--- src/rtl/pll_trk_pkg.sv ---
package pll_trk_pkg;

  // quadrant of a full turn as seen by the trig folding
  typedef enum logic [1:0] {
    QD_RISE   = 2'd0,
    QD_PEAK   = 2'd1,
    QD_FALL   = 2'd2,
    QD_TROUGH = 2'd3
  } quad_e;

  function automatic logic signed [63:0] clamp_s64(input logic signed [63:0] v,
                                                    input logic signed [63:0] lo,
                                                    input logic signed [63:0] hi);
    if (v > hi) return hi;
    else if (v < lo) return lo;
    else return v;
  endfunction

endpackage

--- src/rtl/pll_sincos.sv ---
module pll_sincos
  import pll_trk_pkg::*;
#(
  parameter int LUT_AW = 6,
  parameter int TRIG_W = 16
) (
  input  logic [LUT_AW+1:0]         phase_i,
  output logic signed [TRIG_W-1:0]  sin_o,
  output logic signed [TRIG_W-1:0]  cos_o
);
  localparam int QN   = 1 << LUT_AW;
  localparam int PH_W = LUT_AW + 2;
  localparam int AMP  = (1 << (TRIG_W-1)) - 1;

  logic [TRIG_W-2:0] qtab [QN+1];

  for (genvar k = 0; k <= QN; k++) begin : g_tab
    localparam real RAD = 1.5707963267948966 * real'(k) / real'(QN);
    localparam int  MAG = $rtoi($sin(RAD) * real'(AMP) + 0.5);
    assign qtab[k] = MAG[TRIG_W-2:0];
  end

  // fold a full-turn phase onto the quarter table
  function automatic logic signed [TRIG_W-1:0] fold(input logic [PH_W-1:0] ph);
    quad_e q;
    logic [LUT_AW-1:0] off;
    logic [LUT_AW:0] idx;
    logic signed [TRIG_W-1:0] mag;
    q   = quad_e'(ph[PH_W-1 -: 2]);
    off = ph[LUT_AW-1:0];
    if (q == QD_PEAK || q == QD_TROUGH) idx = (LUT_AW+1)'(QN) - {1'b0, off};
    else idx = {1'b0, off};
    mag = {1'b0, qtab[idx]};
    if (q == QD_FALL || q == QD_TROUGH) return -mag;
    else return mag;
  endfunction

  logic [PH_W-1:0] phase_c;
  assign phase_c = phase_i + PH_W'(QN);
  assign sin_o   = fold(phase_i);
  assign cos_o   = fold(phase_c);

endmodule

--- src/rtl/pll_phase_det.sv ---
module pll_phase_det #(
  parameter int EMF_W  = 16,
  parameter int TRIG_W = 16,
  parameter int ERR_W  = EMF_W + 2
) (
  input  logic signed [EMF_W-1:0]  emf_a_i,
  input  logic signed [EMF_W-1:0]  emf_b_i,
  input  logic signed [TRIG_W-1:0] sin_i,
  input  logic signed [TRIG_W-1:0] cos_i,
  output logic signed [ERR_W-1:0]  err_o
);
  // cross product of EMF vector with the estimated direction, rescaled
  function automatic logic signed [ERR_W-1:0] phase_err(
      input logic signed [EMF_W-1:0] ea, input logic signed [EMF_W-1:0] eb,
      input logic signed [TRIG_W-1:0] s, input logic signed [TRIG_W-1:0] c);
    return ERR_W'((-(longint'(ea) * longint'(c)) - longint'(eb) * longint'(s)) >>> (TRIG_W-1));
  endfunction

  assign err_o = phase_err(emf_a_i, emf_b_i, sin_i, cos_i);

endmodule

--- src/rtl/pll_pi_filter.sv ---
module pll_pi_filter
  import pll_trk_pkg::*;
#(
  parameter int ERR_W   = 18,
  parameter int GAIN_W  = 16,
  parameter int INT_W   = 40,
  parameter int SPD_W   = 16,
  parameter int GAIN_SH = 8
) (
  input  logic                     clk,
  input  logic                     rst_n,
  input  logic                     upd_i,
  input  logic signed [ERR_W-1:0]  err_i,
  input  logic [GAIN_W-1:0]        kp_i,
  input  logic [GAIN_W-1:0]        ki_i,
  input  logic [INT_W-2:0]         lim_i,
  output logic signed [SPD_W-1:0]  speed_o
);
  localparam longint SPD_HI = (64'sd1 <<< (SPD_W-1)) - 64'sd1;
  localparam longint SPD_LO = -(64'sd1 <<< (SPD_W-1));

  function automatic logic signed [INT_W-1:0] next_integ(
      input logic signed [INT_W-1:0] integ, input logic signed [ERR_W-1:0] err,
      input logic [GAIN_W-1:0] ki, input logic [INT_W-2:0] lim);
    return INT_W'(clamp_s64(longint'(integ) + longint'({1'b0, ki}) * longint'(err),
                            -longint'({1'b0, lim}), longint'({1'b0, lim})));
  endfunction

  function automatic logic signed [SPD_W-1:0] speed_of(
      input logic signed [INT_W-1:0] integ_n, input logic signed [ERR_W-1:0] err,
      input logic [GAIN_W-1:0] kp);
    return SPD_W'(clamp_s64((longint'({1'b0, kp}) * longint'(err) + longint'(integ_n)) >>> GAIN_SH,
                            SPD_LO, SPD_HI));
  endfunction

  logic signed [INT_W-1:0] integ_q;
  logic signed [INT_W-1:0] integ_nx;

  assign integ_nx = next_integ(integ_q, err_i, ki_i, lim_i);
  assign speed_o  = speed_of(integ_nx, err_i, kp_i);

  always_ff @(posedge clk or negedge rst_n) begin
    if (!rst_n) integ_q <= '0;
    else if (upd_i) integ_q <= integ_nx;
  end

  // integrator stays inside the limit in force when it was updated
  assert_int_clamp_R5: assert property (@(posedge clk) disable iff (!rst_n)
    upd_i |=> (longint'(integ_q) <= longint'({1'b0, $past(lim_i)})) &&
              (longint'(integ_q) >= -longint'({1'b0, $past(lim_i)})));

  // integrator untouched without an update
  assert_int_hold_R8: assert property (@(posedge clk) disable iff (!rst_n)
    !upd_i |=> $stable(integ_q));

endmodule

--- src/rtl/pll_angle_tracker.sv ---
module pll_angle_tracker
  import pll_trk_pkg::*;
#(
  parameter int EMF_W   = 16,
  parameter int TRIG_W  = 16,
  parameter int ANG_W   = 16,
  parameter int LUT_AW  = 6,
  parameter int SPD_W   = 16,
  parameter int GAIN_W  = 16,
  parameter int INT_W   = 40,
  parameter int GAIN_SH = 8
) (
  input  logic                     clk,
  input  logic                     rst_n,
  input  logic                     strobe_i,
  input  logic signed [EMF_W-1:0]  emf_a_i,
  input  logic signed [EMF_W-1:0]  emf_b_i,
  input  logic [GAIN_W-1:0]        kp_i,
  input  logic [GAIN_W-1:0]        ki_i,
  input  logic [INT_W-2:0]         int_lim_i,
  output logic [ANG_W-1:0]         angle_o,
  output logic signed [SPD_W-1:0]  speed_o,
  output logic                     valid_o
);
  localparam int PH_W  = LUT_AW + 2;
  localparam int ERR_W = EMF_W + 2;
  localparam longint AMP = (64'sd1 <<< (TRIG_W-1)) - 64'sd1;

  logic [ANG_W-1:0]         angle_q;
  logic signed [SPD_W-1:0]  speed_q;
  logic                     valid_q;

  logic signed [TRIG_W-1:0] sin_w;
  logic signed [TRIG_W-1:0] cos_w;
  logic signed [ERR_W-1:0]  err_w;
  logic signed [SPD_W-1:0]  speed_nx;
  logic [ANG_W-1:0]         angle_nx;

  pll_sincos #(.LUT_AW(LUT_AW), .TRIG_W(TRIG_W)) u_trig (
    .phase_i (angle_q[ANG_W-1 -: PH_W]),
    .sin_o   (sin_w),
    .cos_o   (cos_w)
  );

  pll_phase_det #(.EMF_W(EMF_W), .TRIG_W(TRIG_W), .ERR_W(ERR_W)) u_pd (
    .emf_a_i (emf_a_i),
    .emf_b_i (emf_b_i),
    .sin_i   (sin_w),
    .cos_i   (cos_w),
    .err_o   (err_w)
  );

  pll_pi_filter #(.ERR_W(ERR_W), .GAIN_W(GAIN_W), .INT_W(INT_W), .SPD_W(SPD_W),
                  .GAIN_SH(GAIN_SH)) u_pi (
    .clk     (clk),
    .rst_n   (rst_n),
    .upd_i   (strobe_i),
    .err_i   (err_w),
    .kp_i    (kp_i),
    .ki_i    (ki_i),
    .lim_i   (int_lim_i),
    .speed_o (speed_nx)
  );

  // backward-Euler integration: this sample's speed moves this sample's angle
  assign angle_nx = angle_q + ANG_W'(speed_nx);

  always_ff @(posedge clk or negedge rst_n) begin
    if (!rst_n) begin
      angle_q <= '0;
      speed_q <= '0;
      valid_q <= 1'b0;
    end else begin
      valid_q <= strobe_i;
      if (strobe_i) begin
        angle_q <= angle_nx;
        speed_q <= speed_nx;
      end
    end
  end

  assign angle_o = angle_q;
  assign speed_o = speed_q;
  assign valid_o = valid_q;

  assert_valid_follow_R7: assert property (@(posedge clk) disable iff (!rst_n)
    strobe_i |=> valid_o);

  assert_valid_cause_R7: assert property (@(posedge clk) disable iff (!rst_n)
    valid_o |-> $past(strobe_i));

  assert_out_hold_R8: assert property (@(posedge clk) disable iff (!rst_n)
    !strobe_i |=> $stable(angle_o) && $stable(speed_o));

  assert_angle_step_R4: assert property (@(posedge clk) disable iff (!rst_n)
    valid_o |-> angle_o == ANG_W'($past(angle_o) + ANG_W'(speed_o)));

  // table pair stays on the unit circle within rounding
  assert_unit_circle_R2: assert property (@(posedge clk) disable iff (!rst_n)
    ((longint'(sin_w) * longint'(sin_w) + longint'(cos_w) * longint'(cos_w) - AMP * AMP) <= 2 * AMP) &&
    ((longint'(sin_w) * longint'(sin_w) + longint'(cos_w) * longint'(cos_w) - AMP * AMP) >= -2 * AMP));

endmodule

--- config.mk ---
export PLATFORM = sky130hd
export DESIGN_NAME = pll_angle_tracker
export DESIGN_NICKNAME = d
export VERILOG_FILES = /design/src/rtl/pll_trk_pkg.sv /design/src/rtl/pll_sincos.sv /design/src/rtl/pll_phase_det.sv /design/src/rtl/pll_pi_filter.sv /design/src/rtl/pll_angle_tracker.sv
export SDC_FILE = /design/constraint.sdc
export NUM_CORES = 2
export LEC_CHECK = 0
export BUFFER_PORTS_ARGS = -buffer_cell sky130_fd_sc_hd__buf_2
export CORE_MARGIN = 2
export CORE_UTILIZATION = 42
export CTS_BUF_LIST = sky130_fd_sc_hd__clkbuf_4
export CTS_CLUSTER_DIAMETER = 60
export DETAILED_ROUTE_END_ITERATION = 12
export MAX_ROUTING_LAYER = met4
export PLACE_DENSITY_LB_ADDON = 0.25
export SLEW_MARGIN = 20
export SYNTH_ARGS = -nofsm -noshare
export SYNTH_HDL_FRONTEND = slang
export SYNTH_SLANG_ARGS = --single-unit
--- constraint.sdc ---
create_clock -name clk -period 30.6 [get_ports clk]
set_clock_uncertainty 0.15 [all_clocks]
set_input_delay 4.59 -clock clk [delete_from_list [all_inputs] [get_ports clk]]
set_output_delay 4.59 -clock clk [all_outputs]
set_load 0.01 [all_outputs]
# Yosys cells after proc, flatten, opt, wreduce, memory -nomap -nowiden
# Memory sizes are Yosys's and may differ from the RTL's.
# Index checks and enable logic that the tools add are counted.
# word_totals
ff_bits	73
rom_bits	3840
input_bits	106
output_inout_bits	33
wordCells	51
mem_count	2
# mem_list
name	words	width	read_ports	rd_ports_with_merged_regs	wr	line	source
(name not given)	128	15	1	0	0	pll_sincos.sv:33	mag = {1'b0, qtab[idx]};
(name not given)	128	15	1	0	0	pll_sincos.sv:33	
# op_classes
addsub	11
mul	4
order_cmp	6
n_eq_ne	6
n_mux	12
n_bitwise	2
reduce_logical	4
# ops
operator	count
40-bit two-way mux	2
17-bit by 18-bit multiplier with 35-bit output	2
41-bit by 64-bit less-than comparator with 1-bit output	1
16-bit by 16-bit multiplier with 32-bit output	2
16-bit two-way mux	4
39-bit negator with 64-bit output	1
15-bit two-way mux	4
56-bit by 16-bit > comparator with 1-bit output (second input constant)	1
56-bit by 16-bit less-than comparator with 1-bit output (second input constant)	1
35-bit by 40-bit adder with 41-bit output	1
40-bit by 35-bit adder with 41-bit output	1
41-bit by 40-bit > comparator with 1-bit output	1
33-bit negator	1
33-bit by 32-bit subtractor with 33-bit output	1
15-bit negator with 16-bit output	2
16-bit adder	1
8-bit >= comparator (second input constant)	2
7-bit inverter with 8-bit output	2
7-bit two-way mux	2
7-bit by 6-bit subtractor with 7-bit output (first input constant)	2
8-bit by 7-bit adder with 8-bit output (second input constant)	1
2-bit equality test (second input constant)	4
2-bit by 1-bit equality test with 1-bit output (second input constant)	2
1-bit logical OR	4

# Depth between registers and ports, before layout
# depth
word_depth	23
depth_mapped	148
mapped_depth_nobuf	139

# Hierarchy
# Synthesis repeated with hierarchy kept, for this count alone.
# hier_totals
hier_cells	6835
area_unflattened_um2	59856.2
# by_module_without_submodules
mod	instances	cells_per_inst	area_per_inst_um2	seq_area_each_um2
pll_pi_filter	1	3842	33120.5	1001.0
pll_phase_det	1	2108	19892.8	0.0
pll_sincos	1	717	4916.0	0.0
pll_angle_tracker	1	168	1926.8	825.8

# Worst setup path before layout
# Ideal clock, no wire load.
# synth_path
path_type	input -> register
startpoint	input emf_a_i[15]
endpoint	register angle_q[15] (netlist: angle_o[15])
arrival_ns	31.330
setup_slack_ns	-1.002
path_stages	120
cell_sequence	clkbuf_1 > nand2_1 > fa_1 > inv_1 > fa_1 > inv_1 > fa_1 > fa_1 > fa_1 > inv_1 > fa_1 > ha_1 > a21oi_1 > nor2b_1 > o21ai_0 > nand2b_1 > a21o_1 > nor3_1 > [... 84 more ...] > clkbuf_1 > o21ai_0 > ha_1 > a21o_1 > a21oi_1 > o21bai_1 > a21oi_1 > o21bai_1 > a21oi_1 > o21bai_1 > a21oi_1 > o21bai_1 > a21oi_1 > o21ai_0 > a31oi_1 > xor2_1 > nor2_1 > xnor2_1
# synth_via
elab_chain_len	13
elab_cells_between_ends	16
classes_between	5 x add/sub; 3 x mul; 4 x order compare; 4 x mux
# synth_rtl
item	line	source
start, declared	pll_angle_tracker.sv:16	input logic signed [EMF_W-1:0] emf_a_i,
16-bit by 16-bit multiplier with 32-bit output (*)	pll_phase_det.sv:16	return ERR_W'((-(longint'(ea) * longint'(c)) - longint'(eb) * longint'(s)) >>> (TRIG_W-1));
33-bit negator (*)	pll_phase_det.sv:16	
33-bit by 32-bit subtractor with 33-bit output (*)	pll_phase_det.sv:16	
17-bit by 18-bit multiplier with 35-bit output	pll_pi_filter.sv:25	return INT_W'(clamp_s64(longint'(integ) + longint'({1'b0, ki}) * longint'(err),
40-bit by 35-bit adder with 41-bit output	pll_pi_filter.sv:25	
41-bit by 64-bit less-than comparator with 1-bit output	pll_trk_pkg.sv:15	else if (v < lo) return lo;
40-bit two-way mux	pll_trk_pkg.sv:15	
40-bit two-way mux	pll_trk_pkg.sv:14	if (v > hi) return hi;
35-bit by 40-bit adder with 41-bit output (*)	pll_pi_filter.sv:32	return SPD_W'(clamp_s64((longint'({1'b0, kp}) * longint'(err) + longint'(integ_n)) >>> GAIN_SH,
56-bit by 16-bit less-than comparator with 1-bit output	pll_trk_pkg.sv:15	
16-bit two-way mux	pll_trk_pkg.sv:15	
16-bit two-way mux (*)	pll_trk_pkg.sv:14	
named net speed_nx[1]	pll_angle_tracker.sv:36	logic signed [SPD_W-1:0] speed_nx;
16-bit adder (*)	pll_angle_tracker.sv:66	assign angle_nx = angle_q + ANG_W'(speed_nx);
end signal, assigned	pll_angle_tracker.sv:76	angle_q <= angle_nx;
end, declared	pll_angle_tracker.sv:29	logic [ANG_W-1:0] angle_q;
# The timed path passes the listed nets; every way through them passes the cells marked *.
# A chain may end at the register's enable or synchronous reset.

# Worst setup path after layout
# layout_path
startpoint	input emf_a_i[10]
endpoint	register angle_q[14] (netlist: angle_o[14])
# Same word-level chain as after synthesis.

==> impl_metrics.toml <==
[critical_path]
cp-start-kind = "input port"
path_delay_family = "adder cells"
end_kind = "register"
cpMostUsedCell = "fa_1"
crit_arrival_ns = 30.88
rr_worst_depth = 129
cp_slowest_cell = "fa_2"
required_ns = 30.97
crit_cells = 118
critical_path_class = "input port to register"
critPathMaxStageDelay_ns = 0.60
worst-path-buf-inv = 23
cp_max_fo = 7

[grt]
grt_pass1_wl_um = 273000
grt_max_degree = 62
grt_pass1_vias = 50753
antenna_found_initial = 32
grt_overflow = 0
track_usage_pct = 24.9

[placement]
hpwl_um = 140000
numPortBuffers = 138
post-place-ws_ns = -1.77
finalWeightedCongestion = 0.944

[sta]
final.min_clock_period_ns = 30.51
hold_violations = 0
slew_headroom_pct = 23.9
rsz0062_at_grt = "yes"
worst_pin_slew_ns = 1.14
setup_violations = 0
fin_crit_sh_pct = 99.7
fmax_mhz = 32.8
drv_slew = 0
fin_ws_ns = 0.0859

[min_path]
hold_depth = 2
hold_class = "register to register"

[die]
dieWidth_um = 375
num_io_pins = 139
num_rows = 136
die_height_um = 375
start_util_pct = 42.2
die-area_sq_um = 141000
core_sq_um = 137000

[synthesis]
ys_warn_count = 0
synth_flop_cell = "dfrtp_1"
synth_nets = 8489
syn_inst = 6585
synth_seq_area_share_pct = 3.16
synth_seq_cells = 73
synthArstFlopShare_pct = 100
synth_edf_count = 0
synth_cell_type_count = 101
synth_area_sq_um = 57800
avgSynthCellArea_sq_um = 8.78

[clocking]
clkSlewWorstSetupHoldPaths_ns = 0.17
cts_tree = "yes"
clock_path_buffers = 2
cts_hold_buf = 0
worstSkewPairLatency_ns = 0.60
numCtsBuffers = 9
cts-htree-levels = 3
cts-root-buf = "clkbuf_4"
cts.sinks = 73

[finish]
drive_above_1_share_pct = 18.4
area_growth_pct = 17.8
nNetsFinal = 9174
mostFrequentLayoutCell = "inv_1"
most-common-layout-cells = "1368 x inv_1, 1237 x fa_1, 781 x buf_4, 744 x nand2_1, 496 x ha_1"

[routing]
dr.pass1.iters = 6
drcViolationCount = 0
vias = 47043
wl_per_cell_um = 18.3
totalWireLength_um = 167000
first_iter_violations = 2935
vias_per_cell = 5.17
ant_nets = 0

[flow_run]
drv_cap = 0

[run_status]
run_status = "complete, no violations"
-- cells by family (layout without fill, tap and decap cells) --
logic type	after synthesis	after routing	share of synthesized area [%]
fa+ha+maj	1798	1798	55.5
simple gates	1899	1899	16.1
compound gates	821	821	9.23
xor+xnor	242	243	3.74
buf+inv	1687	2376	11.1
mux	65	65	1.17
flops	73	73	3.16
other cells	0	27	0
-- final cells by class --
cell class                 instances  area, sq um
fill                           13138        68900
inverter                        1395         5240
multi-input combinational       4826        51200
clock inverter                     7         77.6
sequential                        73         1830
timing repair buffer             965         7370
tap                             1794         2240
clock buffer                       9         67.6
antenna                           27         67.6
-- state kept, by name (all words and copies together) (netlist names) --
register      count
valid_o           1
angle_o          16
u_pi.integ_q     40
speed_o          16
-- final timing paths --
| check | from | to | slack (ns) |
|---|---|---|---|
| min in group asynchronous | rst_n | u_pi.integ_q[26] | 3.83 |
| min reg2reg | speed_o[6] | speed_o[6] | 0.35 |
| min | speed_o[6] | speed_o[6] | 0.35 |
| max | emf_a_i[10] | angle_o[14] | 0.09 |
| max reg2reg | angle_o[14] | angle_o[14] | 0.51 |
| max in group asynchronous | rst_n | u_pi.integ_q[6] | 25.31 |
-- synth_stat cells (all sizes together) (20+ instances only) --
| master | count | share of area (%) |
|---|---|---|
| mux2 | 21 | 0.41 |
| o211ai | 37 | 0.49 |
| nand2 | 753 | 4.9 |
| a211oi | 41 | 0.53 |
| nor2b | 77 | 0.83 |
| and3 | 29 | 0.31 |
| o21bai | 20 | 0.26 |
| nor3 | 69 | 0.64 |
| xnor2 | 180 | 2.7 |
| xor2 | 59 | 0.89 |
| o21a | 28 | 0.36 |
| nand4 | 34 | 0.37 |
| o21ai | 195 | 1.7 |
| nand2b | 40 | 0.43 |
| a31oi | 41 | 0.45 |
| a21o | 71 | 0.92 |
| o22ai | 28 | 0.30 |
| nand3 | 89 | 0.78 |
| dfrtp | 73 | 3.2 |
| fa | 1274 | 44 |
| clkbuf | 236 | 1.5 |
| nor2 | 256 | 1.7 |
| buf | 56 | 0.53 |
| inv | 1395 | 9.1 |
| a21oi | 205 | 1.8 |
| ha | 524 | 11 |
| and2 | 478 | 5.2 |
| mux2i | 44 | 0.76 |
-- metal layers --
metal  up-vias  wire (um)  global-route usage (%)
met5         -          0                       -
met4         0       4400                    5.85
met3       223       8090                    2.72
met2      1159      84000                    42.4
met1     23958      70200                    31.9
li1      21703          -                       -
-- metrics by stage --
stage	setup TNS [ns]	instances	util (%)	area, sq um	hold WS (ns)
CTS	0	9022	48.5	66500	0.351
finish	0	9096	49.7	68100	0.350
floorplan	0	6585	-	57900	0.321
global placement	-9.18	8954	47.8	65500	0.325
global route	-6.98	9092	49.7	68100	0.383
detailed placement	-13.79	8954	47.8	65500	0.319
-- worst reg2reg max path, delay by kind of cell (launching register included) --
family / cells / cell delay [ns]
adders and majority gates: 31 / 13.23
DFF: 1 / 0.40
AOI/OAI and AO/OA: 47 / 8.92
xor gates and xnor gates: 5 / 0.76
and+or+nand+nor: 19 / 3.31
buffers and inverters: 25 / 3.06
muxes: 2 / 0.22
-- timing repair --
action                     CTS  global route
setup endpoints to repair   10            25
pin swaps                   71           205
cloned                       1             5
buffers inserted            51            49
resized for setup          113           252
Power is not shown: default switching activity piles up to over one toggle a cycle in this logic, so the estimate is an artifact.
